**config.mk**
```make
export PLATFORM = sky130hd
export DESIGN_NAME = lcd_com_scan
export DESIGN_NICKNAME = d
export VERILOG_FILES = /design/src/rtl/lcd_scan_pkg.sv /design/src/rtl/lcd_scan_timer.sv /design/src/rtl/lcd_scan_overlay.sv /design/src/rtl/lcd_scan_shifter.sv /design/src/rtl/lcd_com_scan.sv
export SDC_FILE = /design/constraint.sdc
export NUM_CORES = 1
export LEC_CHECK = 0
export ABC_CLOCK_PERIOD_IN_PS = 6000
export BUFFER_PORTS_ARGS = -buffer_cell sky130_fd_sc_hd__buf_2
export CELL_PAD_IN_SITES_DETAIL_PLACEMENT = 0
export CELL_PAD_IN_SITES_GLOBAL_PLACEMENT = 2
export CORE_MARGIN = 3
export CORE_UTILIZATION = 37
export CTS_CLUSTER_DIAMETER = 40
export DETAILED_ROUTE_END_ITERATION = 8
export MAX_ROUTING_LAYER = met4
export PLACE_DENSITY = 0.82
export SLEW_MARGIN = 20
export SYNTH_ARGS = -nofsm -noshare
export SYNTH_HDL_FRONTEND = slang
export SYNTH_HIERARCHICAL = 1
export SYNTH_SLANG_ARGS = --single-unit
```
**constraint.sdc**
```tcl
create_clock -name clk -period 6 [get_ports clk]
set_input_delay 1.2 -clock clk [delete_from_list [all_inputs] [get_ports clk]]
set_output_delay 1.2 -clock clk [all_outputs]
set_load 0.1 [all_outputs]
```
**src/rtl/lcd_scan_pkg.sv**
```systemverilog
`timescale 1ns/1ps
package lcd_scan_pkg;
  localparam int unsigned COM_N    = 16;
  localparam int unsigned COM_W    = 4;
  localparam int unsigned ADDR_W   = 7;
  localparam int unsigned ROW_W    = 4;
  localparam int unsigned CUR_ROW  = 7;
  localparam int unsigned LINE2_AT = 64;

  typedef enum logic [2:0] {
    SH_IDLE,
    SH_REQ,
    SH_RSP,
    SH_LO,
    SH_HI
  } sh_state_e;

  // index of the last scanned common for a given format
  function automatic logic [COM_W-1:0] last_com(input logic two, input logic tall);
    if (two)       return COM_W'(15);
    else if (tall) return COM_W'(10);
    else           return COM_W'(7);
  endfunction

  function automatic logic [COM_W-1:0] next_com(input logic [COM_W-1:0] c,
                                                input logic two, input logic tall);
    return (c >= last_com(two, tall)) ? '0 : c + COM_W'(1);
  endfunction
endpackage

```
**src/rtl/lcd_scan_timer.sv**
```systemverilog
`timescale 1ns/1ps
module lcd_scan_timer
  import lcd_scan_pkg::*;
#(
  parameter int unsigned ROW_LONG     = 400,
  parameter int unsigned ROW_SHORT    = 200,
  parameter int unsigned BLINK_FRAMES = 32
) (
  input  logic             clk,
  input  logic             rst_n,
  input  logic             osc_en,
  input  logic             two_i,
  input  logic             tall_i,
  output logic             two_q_o,
  output logic [COM_W-1:0] com_idx_o,
  output logic [COM_W-1:0] tgt_o,
  output logic [COM_N-1:0] com_oh_o,
  output logic             row_start_o,
  output logic             latch_o,
  output logic             flip_o,
  output logic             blink_o
);
  localparam int unsigned TW  = $clog2(ROW_LONG + 1);
  localparam int unsigned BFW = (BLINK_FRAMES > 1) ? $clog2(BLINK_FRAMES) : 1;

  logic [TW-1:0]    tick_q;
  logic [COM_W-1:0] com_q;
  logic             two_q, tall_q;
  logic             latch_q, flip_q, blink_q;
  logic [BFW-1:0]   fcnt_q;
  logic [TW-1:0]    row_len;
  logic             row_end, wrap, frame_first;

  assign row_len     = two_q ? TW'(ROW_SHORT) : TW'(ROW_LONG);
  assign row_end     = osc_en && (tick_q == row_len - TW'(1));
  assign wrap        = row_end && (com_q >= last_com(two_q, tall_q));
  assign frame_first = osc_en && (com_q == '0) && (tick_q == '0);

  always_ff @(posedge clk or negedge rst_n) begin
    if (!rst_n) begin
      tick_q  <= '0;
      com_q   <= '0;
      two_q   <= 1'b0;
      tall_q  <= 1'b0;
      latch_q <= 1'b0;
      flip_q  <= 1'b0;
      blink_q <= 1'b0;
      fcnt_q  <= '0;
    end else if (osc_en) begin
      if (frame_first) begin
        two_q  <= two_i;
        tall_q <= tall_i;
      end
      latch_q <= (tick_q == row_len - TW'(2));
      if (row_end) begin
        tick_q <= '0;
        com_q  <= next_com(com_q, two_q, tall_q);
        if (wrap) begin
          flip_q <= ~flip_q;
          if (fcnt_q == BFW'(BLINK_FRAMES - 1)) begin
            fcnt_q  <= '0;
            blink_q <= ~blink_q;
          end else begin
            fcnt_q <= fcnt_q + BFW'(1);
          end
        end
      end else begin
        tick_q <= tick_q + TW'(1);
      end
    end
  end

  for (genvar i = 0; i < COM_N; i++) begin : g_com
    assign com_oh_o[i] = (com_q == COM_W'(i));
  end

  assign two_q_o     = two_q;
  assign com_idx_o   = com_q;
  assign tgt_o       = next_com(com_q, two_q, tall_q);
  assign row_start_o = osc_en && (tick_q == '0);
  assign latch_o     = latch_q;
  assign flip_o      = flip_q;
  assign blink_o     = blink_q;
endmodule

```
**src/rtl/lcd_scan_overlay.sv**
```systemverilog
`timescale 1ns/1ps
module lcd_scan_overlay
  import lcd_scan_pkg::*;
#(
  parameter int unsigned DOTS = 5
) (
  input  logic [DOTS-1:0]   raw_i,
  input  logic [ADDR_W-1:0] addr_i,
  input  logic [ROW_W-1:0]  row_i,
  input  logic [ADDR_W-1:0] cur_addr_i,
  input  logic              disp_on_i,
  input  logic              cur_on_i,
  input  logic              blink_on_i,
  input  logic              blink_ph_i,
  output logic [DOTS-1:0]   dots_o
);
  logic at_cursor, cur_line, blank_full;

  assign at_cursor  = (addr_i == cur_addr_i);
  assign cur_line   = cur_on_i && at_cursor && (row_i == ROW_W'(CUR_ROW));
  assign blank_full = blink_on_i && blink_ph_i && at_cursor;

  always_comb begin
    if (!disp_on_i)               dots_o = '0;
    else if (blank_full)          dots_o = '1;
    else if (cur_line)            dots_o = '1;
    else                          dots_o = raw_i;
  end
endmodule

```
**src/rtl/lcd_scan_shifter.sv**
```systemverilog
`timescale 1ns/1ps
module lcd_scan_shifter
  import lcd_scan_pkg::*;
#(
  parameter int unsigned CHARS = 8,
  parameter int unsigned DOTS  = 5
) (
  input  logic              clk,
  input  logic              rst_n,
  input  logic              osc_en,
  input  logic              start_i,
  input  logic [COM_W-1:0]  tgt_i,
  input  logic              two_i,
  input  logic              disp_on_i,
  input  logic              cur_on_i,
  input  logic              blink_on_i,
  input  logic              blink_ph_i,
  input  logic [ADDR_W-1:0] cur_addr_i,
  output logic              req_valid_o,
  input  logic              req_ready_i,
  output logic [ADDR_W-1:0] req_addr_o,
  output logic [ROW_W-1:0]  req_row_o,
  input  logic              rsp_valid_i,
  output logic              rsp_ready_o,
  input  logic [DOTS-1:0]   rsp_data_i,
  output logic              sdata_o,
  output logic              sclk_o
);
  localparam int unsigned CW = (CHARS > 1) ? $clog2(CHARS) : 1;
  localparam int unsigned BW = (DOTS > 1) ? $clog2(DOTS) : 1;

  sh_state_e        st_q;
  logic [CW-1:0]    char_q;
  logic [BW-1:0]    bit_q;
  logic [DOTS-1:0]  sh_q;
  logic [COM_W-1:0] tgt_q;
  logic             sdata_q, sclk_q;
  logic [DOTS-1:0]  dots;
  logic             second_line;

  assign second_line = two_i && tgt_q[COM_W-1];
  assign req_addr_o  = (second_line ? ADDR_W'(LINE2_AT) : '0) + ADDR_W'(char_q);
  assign req_row_o   = two_i ? ROW_W'(tgt_q[2:0]) : ROW_W'(tgt_q);
  assign req_valid_o = (st_q == SH_REQ);
  assign rsp_ready_o = (st_q == SH_RSP);

  lcd_scan_overlay #(.DOTS(DOTS)) u_ovl (
    .raw_i      (rsp_data_i),
    .addr_i     (req_addr_o),
    .row_i      (req_row_o),
    .cur_addr_i (cur_addr_i),
    .disp_on_i  (disp_on_i),
    .cur_on_i   (cur_on_i),
    .blink_on_i (blink_on_i),
    .blink_ph_i (blink_ph_i),
    .dots_o     (dots)
  );

  always_ff @(posedge clk or negedge rst_n) begin
    if (!rst_n) begin
      st_q    <= SH_IDLE;
      char_q  <= '0;
      bit_q   <= '0;
      sh_q    <= '0;
      tgt_q   <= '0;
      sdata_q <= 1'b0;
      sclk_q  <= 1'b0;
    end else begin
      if (osc_en) sclk_q <= (st_q == SH_HI);
      unique case (st_q)
        SH_IDLE: if (start_i) begin
          tgt_q  <= tgt_i;
          char_q <= '0;
          st_q   <= SH_REQ;
        end
        SH_REQ: if (req_ready_i) st_q <= SH_RSP;
        SH_RSP: if (rsp_valid_i) begin
          sh_q  <= dots;
          bit_q <= '0;
          st_q  <= SH_LO;
        end
        SH_LO: if (osc_en) begin
          sdata_q <= sh_q[DOTS-1];
          st_q    <= SH_HI;
        end
        SH_HI: if (osc_en) begin
          sh_q <= sh_q << 1;
          if (bit_q == BW'(DOTS - 1)) begin
            if (char_q == CW'(CHARS - 1)) begin
              st_q <= SH_IDLE;
            end else begin
              char_q <= char_q + CW'(1);
              st_q   <= SH_REQ;
            end
          end else begin
            bit_q <= bit_q + BW'(1);
            st_q  <= SH_LO;
          end
        end
        default: st_q <= SH_IDLE;
      endcase
    end
  end

  assign sdata_o = sdata_q;
  assign sclk_o  = sclk_q;
endmodule

```
**src/rtl/lcd_com_scan.sv**
```systemverilog
`timescale 1ns/1ps
module lcd_com_scan
  import lcd_scan_pkg::*;
#(
  parameter int unsigned ROW_LONG     = 400,
  parameter int unsigned ROW_SHORT    = 200,
  parameter int unsigned BLINK_FRAMES = 32,
  parameter int unsigned CHARS        = 8,
  parameter int unsigned DOTS         = 5
) (
  input  logic        clk,
  input  logic        rst_n,
  input  logic        osc_en,
  input  logic        two_line,
  input  logic        tall_font,
  input  logic        disp_on,
  input  logic        cursor_on,
  input  logic        blink_on,
  input  logic [6:0]  cursor_addr,
  output logic        pat_req_valid,
  input  logic        pat_req_ready,
  output logic [6:0]  pat_req_addr,
  output logic [3:0]  pat_req_row,
  input  logic        pat_rsp_valid,
  output logic        pat_rsp_ready,
  input  logic [4:0]  pat_rsp_data,
  output logic [15:0] com_o,
  output logic        seg_data_o,
  output logic        seg_shift_o,
  output logic        seg_latch_o,
  output logic        ac_flip_o
);
  logic             two_q, row_start, blink_ph;
  logic [COM_W-1:0] com_idx, tgt;

  lcd_scan_timer #(
    .ROW_LONG     (ROW_LONG),
    .ROW_SHORT    (ROW_SHORT),
    .BLINK_FRAMES (BLINK_FRAMES)
  ) u_timer (
    .clk         (clk),
    .rst_n       (rst_n),
    .osc_en      (osc_en),
    .two_i       (two_line),
    .tall_i      (tall_font),
    .two_q_o     (two_q),
    .com_idx_o   (com_idx),
    .tgt_o       (tgt),
    .com_oh_o    (com_o),
    .row_start_o (row_start),
    .latch_o     (seg_latch_o),
    .flip_o      (ac_flip_o),
    .blink_o     (blink_ph)
  );

  lcd_scan_shifter #(
    .CHARS (CHARS),
    .DOTS  (DOTS)
  ) u_shift (
    .clk         (clk),
    .rst_n       (rst_n),
    .osc_en      (osc_en),
    .start_i     (row_start),
    .tgt_i       (tgt),
    .two_i       (two_q),
    .disp_on_i   (disp_on),
    .cur_on_i    (cursor_on),
    .blink_on_i  (blink_on),
    .blink_ph_i  (blink_ph),
    .cur_addr_i  (cursor_addr),
    .req_valid_o (pat_req_valid),
    .req_ready_i (pat_req_ready),
    .req_addr_o  (pat_req_addr),
    .req_row_o   (pat_req_row),
    .rsp_valid_i (pat_rsp_valid),
    .rsp_ready_o (pat_rsp_ready),
    .rsp_data_i  (pat_rsp_data),
    .sdata_o     (seg_data_o),
    .sclk_o      (seg_shift_o)
  );

  logic unused_idx;
  assign unused_idx = ^com_idx;
endmodule

```
==> summary.md <==
| Metric | Value |
|---|---|
| Proportion of netlist area held by the largest area contributor | between 30% and 40% |
| WS Path Type | flip-flop to output port |
| Endpoints failing setup | 0 |
| Unrepaired setup endpoints after global routing | false |
| Hold path startpoint | u_timer/flip_o |
| Die width | 93.6 um |
| Max-slew violations | 0 |
| Setup crit start kind | flip-flop |
| Largest net degree at the start of global routing | 44 |
| Routed WL per cell | 13.8 um |
| Row count | 31 |
| Final Critical Period | 2.93 ns |
| Min-Delay Path Class | flip-flop to flip-flop |
| Post-Syn Instances | 281 |
| Antenna Cells | 0 |
| Leak | 1.54 nW |
| Top cells by area, synth | dfrtp_1 38%, ha_1 7.1%, mux2_2 4.0% |
| Max Fclk | 0.341 GHz |
| GRT Overall Usage | 14.6% |
| H-Tree Depth | 2 |
| Busiest layer in global routing | met2 |
| Initial antenna violation count | 0 |
| CP peak stage delay | 0.44 ns |
| Routed vias | approximately 2,100 |
| Worst Clk Skew | 0.00534 ns |
| GR Util met2 | between 20% and 30% |
| Clock tree from TritonCTS | built |
| Layout cells sized above 1 | roughly a quarter |
| Most used DFF post-synth | dfrtp_1 |
| Max Cap Violations | 0 |
| Largest driver fanout on the critical path | 5 |
| Worst path bufs/invs | 2 |
| Worst vdd ir | 0.138 mV |
| CTS clk-pin slew, worst paths | 0.08 ns |
| Final nets | 366 |
| Filler cell count | 729 |
| DR pass1 iterations | 4 |
| Design area | between 0.003 and 0.004 mm2 |
| Final wirelength | 5.91 mm |
| Register area share after synthesis | 37.9% |
| Worst EP required | 4.80 ns |
| Via/cell ratio | 5.00 |
| Final Cycle Share | 48.9% |
| CP delay by family, top | buffers and inverters |
| Post-DRT Antenna Nets | 0 |
| Slew headroom | 35.9% |
| Starting Density | between 30 and 40% |
| Clock Sinks | 43 |
| Worst EP arrival | 1.73 ns |
| Postcts setup bufs | 0 |
| Setup TNS | 0 ns |
| Die Area | 0.00875 mm2 |
| Core area | 0.00733 mm2 |
| Synth warn | 6 |
| Seq cells post-synth | 43 |
| Die span in y | approximately 94 um |
| Outcome | finished clean |
| Hold Buf Count CTS | 0 |
| Ys async rst share | 100% |
| Clock latency on the worst-skew pair | around 0.29 ns |
| PortBufs | 51 |
| PwrDens | 268 mW/mm2 |
| Least-Margin Pin Slew | a little under 1 ns |
| Endpoints failing hold | 0 |
| Reg-to-Reg Start | u_timer/two_q_o |
| Area leader, netlist | dfrtp_1 |
| Netlist Area Pre-Place | between 0.002 and 0.003 mm2 |
| Iter 0 DRT Violations | 73 |
| Number of I/O pins | 55 |
| Num CTS Buffers | 5 |
| Root buffer cell | clkbuf_8 |
| Bufs on Longest Clock Path | 2 |
| Mean Syn Cell Area | 10.1 um2 |
| Slowest stage cell on the critical path | dfrtp_1 |
| Final Wtd Congestion | 0.754 |
| Worst Setup SP | u_timer/com_idx_o[0] |
| Residual DRC | 0 |
| Grt ovf | 0 |
| Met3 track demand over resource | 2.65% |
| Most common cell after layout, fill and taps aside | buf_2 |
| Placed Instance Area | 0.00312 mm2 |
| Area grow syn2layout | 13.1% |
| First-pass GRT wire length | 9.99 mm |
| Most frequent cells in the layout | 51 x buf_2, 43 x dfrtp_1, 21 x nand2_1 |
| Crit end category | output port |
| Post-detail-place hpwl | about 4.4 mm |
| Critical Path, Cell by Cell | inv_1, ha_1, and2_1, buf_2 |
| Met1 usage | 20.7% |
| Post-CTS sizing | 0 |
| EDFF count, synth | 0 |
| Unique cell type count in the Yosys netlist | 57 |
| Vias in the first global route | 2,040 |
[Yosys cell counts, types with 2 or more instances]
library cell  count
buf_6             2
mux2_4            6
nor3b_1           2
buf_4             8
o21ai_0          14
nand4_1           4
clkbuf_1          2
nor3_1            3
nor2_1           17
o211ai_1          2
dfrtp_1          43
inv_1            13
nand2_1          21
nor2b_1           5
ha_1             16
and2_1           13
buf_2             4
and3_1            4
o21ai_1           2
nand3_1          15
nand4b_1          2
o32ai_1           2
mux2i_1           5
o31ai_1           7
a21o_1            2
xor2_1            3
mux2_1            2
xnor2_1          12
mux2_2           10
nand2b_1          6
a21oi_1           5
nand4bb_1         3
nand4bb_4         2
[report_power, final]
| part | internal, mW | leakage [nW] | switching [mW] |
|---|---|---|---|
| clock network | 0.0815 | 0.0412 | 0.101 |
| logic | 0.102 | 0.947 | 0.167 |
| registers | 0.337 | 0.555 | 0.0713 |
[cells by family (layout without fill, tap and decap cells)]
group | Yosys count | after routing | share of synthesized area (%)
AND/OR/NAND/NOR | 110 | 110 | 24.2
AO/OA/AOI/OAI | 43 | 43 | 10.2
flip-flops | 43 | 43 | 37.9
buffers and inverters | 29 | 72 | 5.60
multiplexers | 23 | 23 | 9.70
adder cells (fa/ha/maj) | 16 | 16 | 7.06
XOR/XNOR | 16 | 16 | 5.21
other | 1 | 6 | 0.132
[per-layer routing]
metal | routed length [um] | share of wire [%]
met1 | 3020 | 51
met3 | 162 | 2.7
met4 | 21 | 0.36
met2 | 2710 | 46
met5 | 0 | 0
[registers in the layout, summed over array words and instances (netlist names), 3 cells and up]
| register | flops |
|---|---|
| u_shift/bit_q | 3 |
| u_shift/char_q | 3 |
| u_shift/sh_q | 5 |
| u_shift/st_q | 3 |
| u_shift/tgt_q | 4 |
| u_timer/com_idx_o | 4 |
| u_timer/fcnt_q | 5 |
| u_timer/tick_q | 9 |
[worst paths after layout]
path | to | slack, ns | cells past startpoint
max | com_o[0] | 3.07 | 4
min | u_timer/flip_o | 0.48 | 1
max reg2reg | u_timer/fcnt_q[4] | 3.66 | 6
min reg2reg | u_timer/flip_o | 0.48 | 1
max in group asynchronous | u_timer/fcnt_q[4] | 4.35 | 1
min in group asynchronous | u_timer/tick_q[7] | 1.06 | 1
[metrics by stage]
step	worst slack (ns)	util, %	cells	hold WS, ns	total power, mW
detailed placement	3.18	42.6	420	0.473	0.683
global route	2.89	43.8	428	0.527	0.917
global placement	3.21	42.6	420	0.473	0.686
floorplan	2.01	-	286	0.463	0.640
CTS	3.03	43.8	428	0.487	0.869
finish	3.07	43.8	428	0.476	0.860
[layout make-up]
class	instances	area (um2)	area share (%)
Clock buffer	6	72.6	2.26
Inverter	13	48.8	1.52
Sequential cell	43	1080	33.5
Tap cell	99	124	3.86
Multi-Input combinational cell	214	1620	50.5
Clock inverter	2	12.5	0.390
Timing Repair Buffer	51	255	7.95
Power figures use the tool's default switching activity.
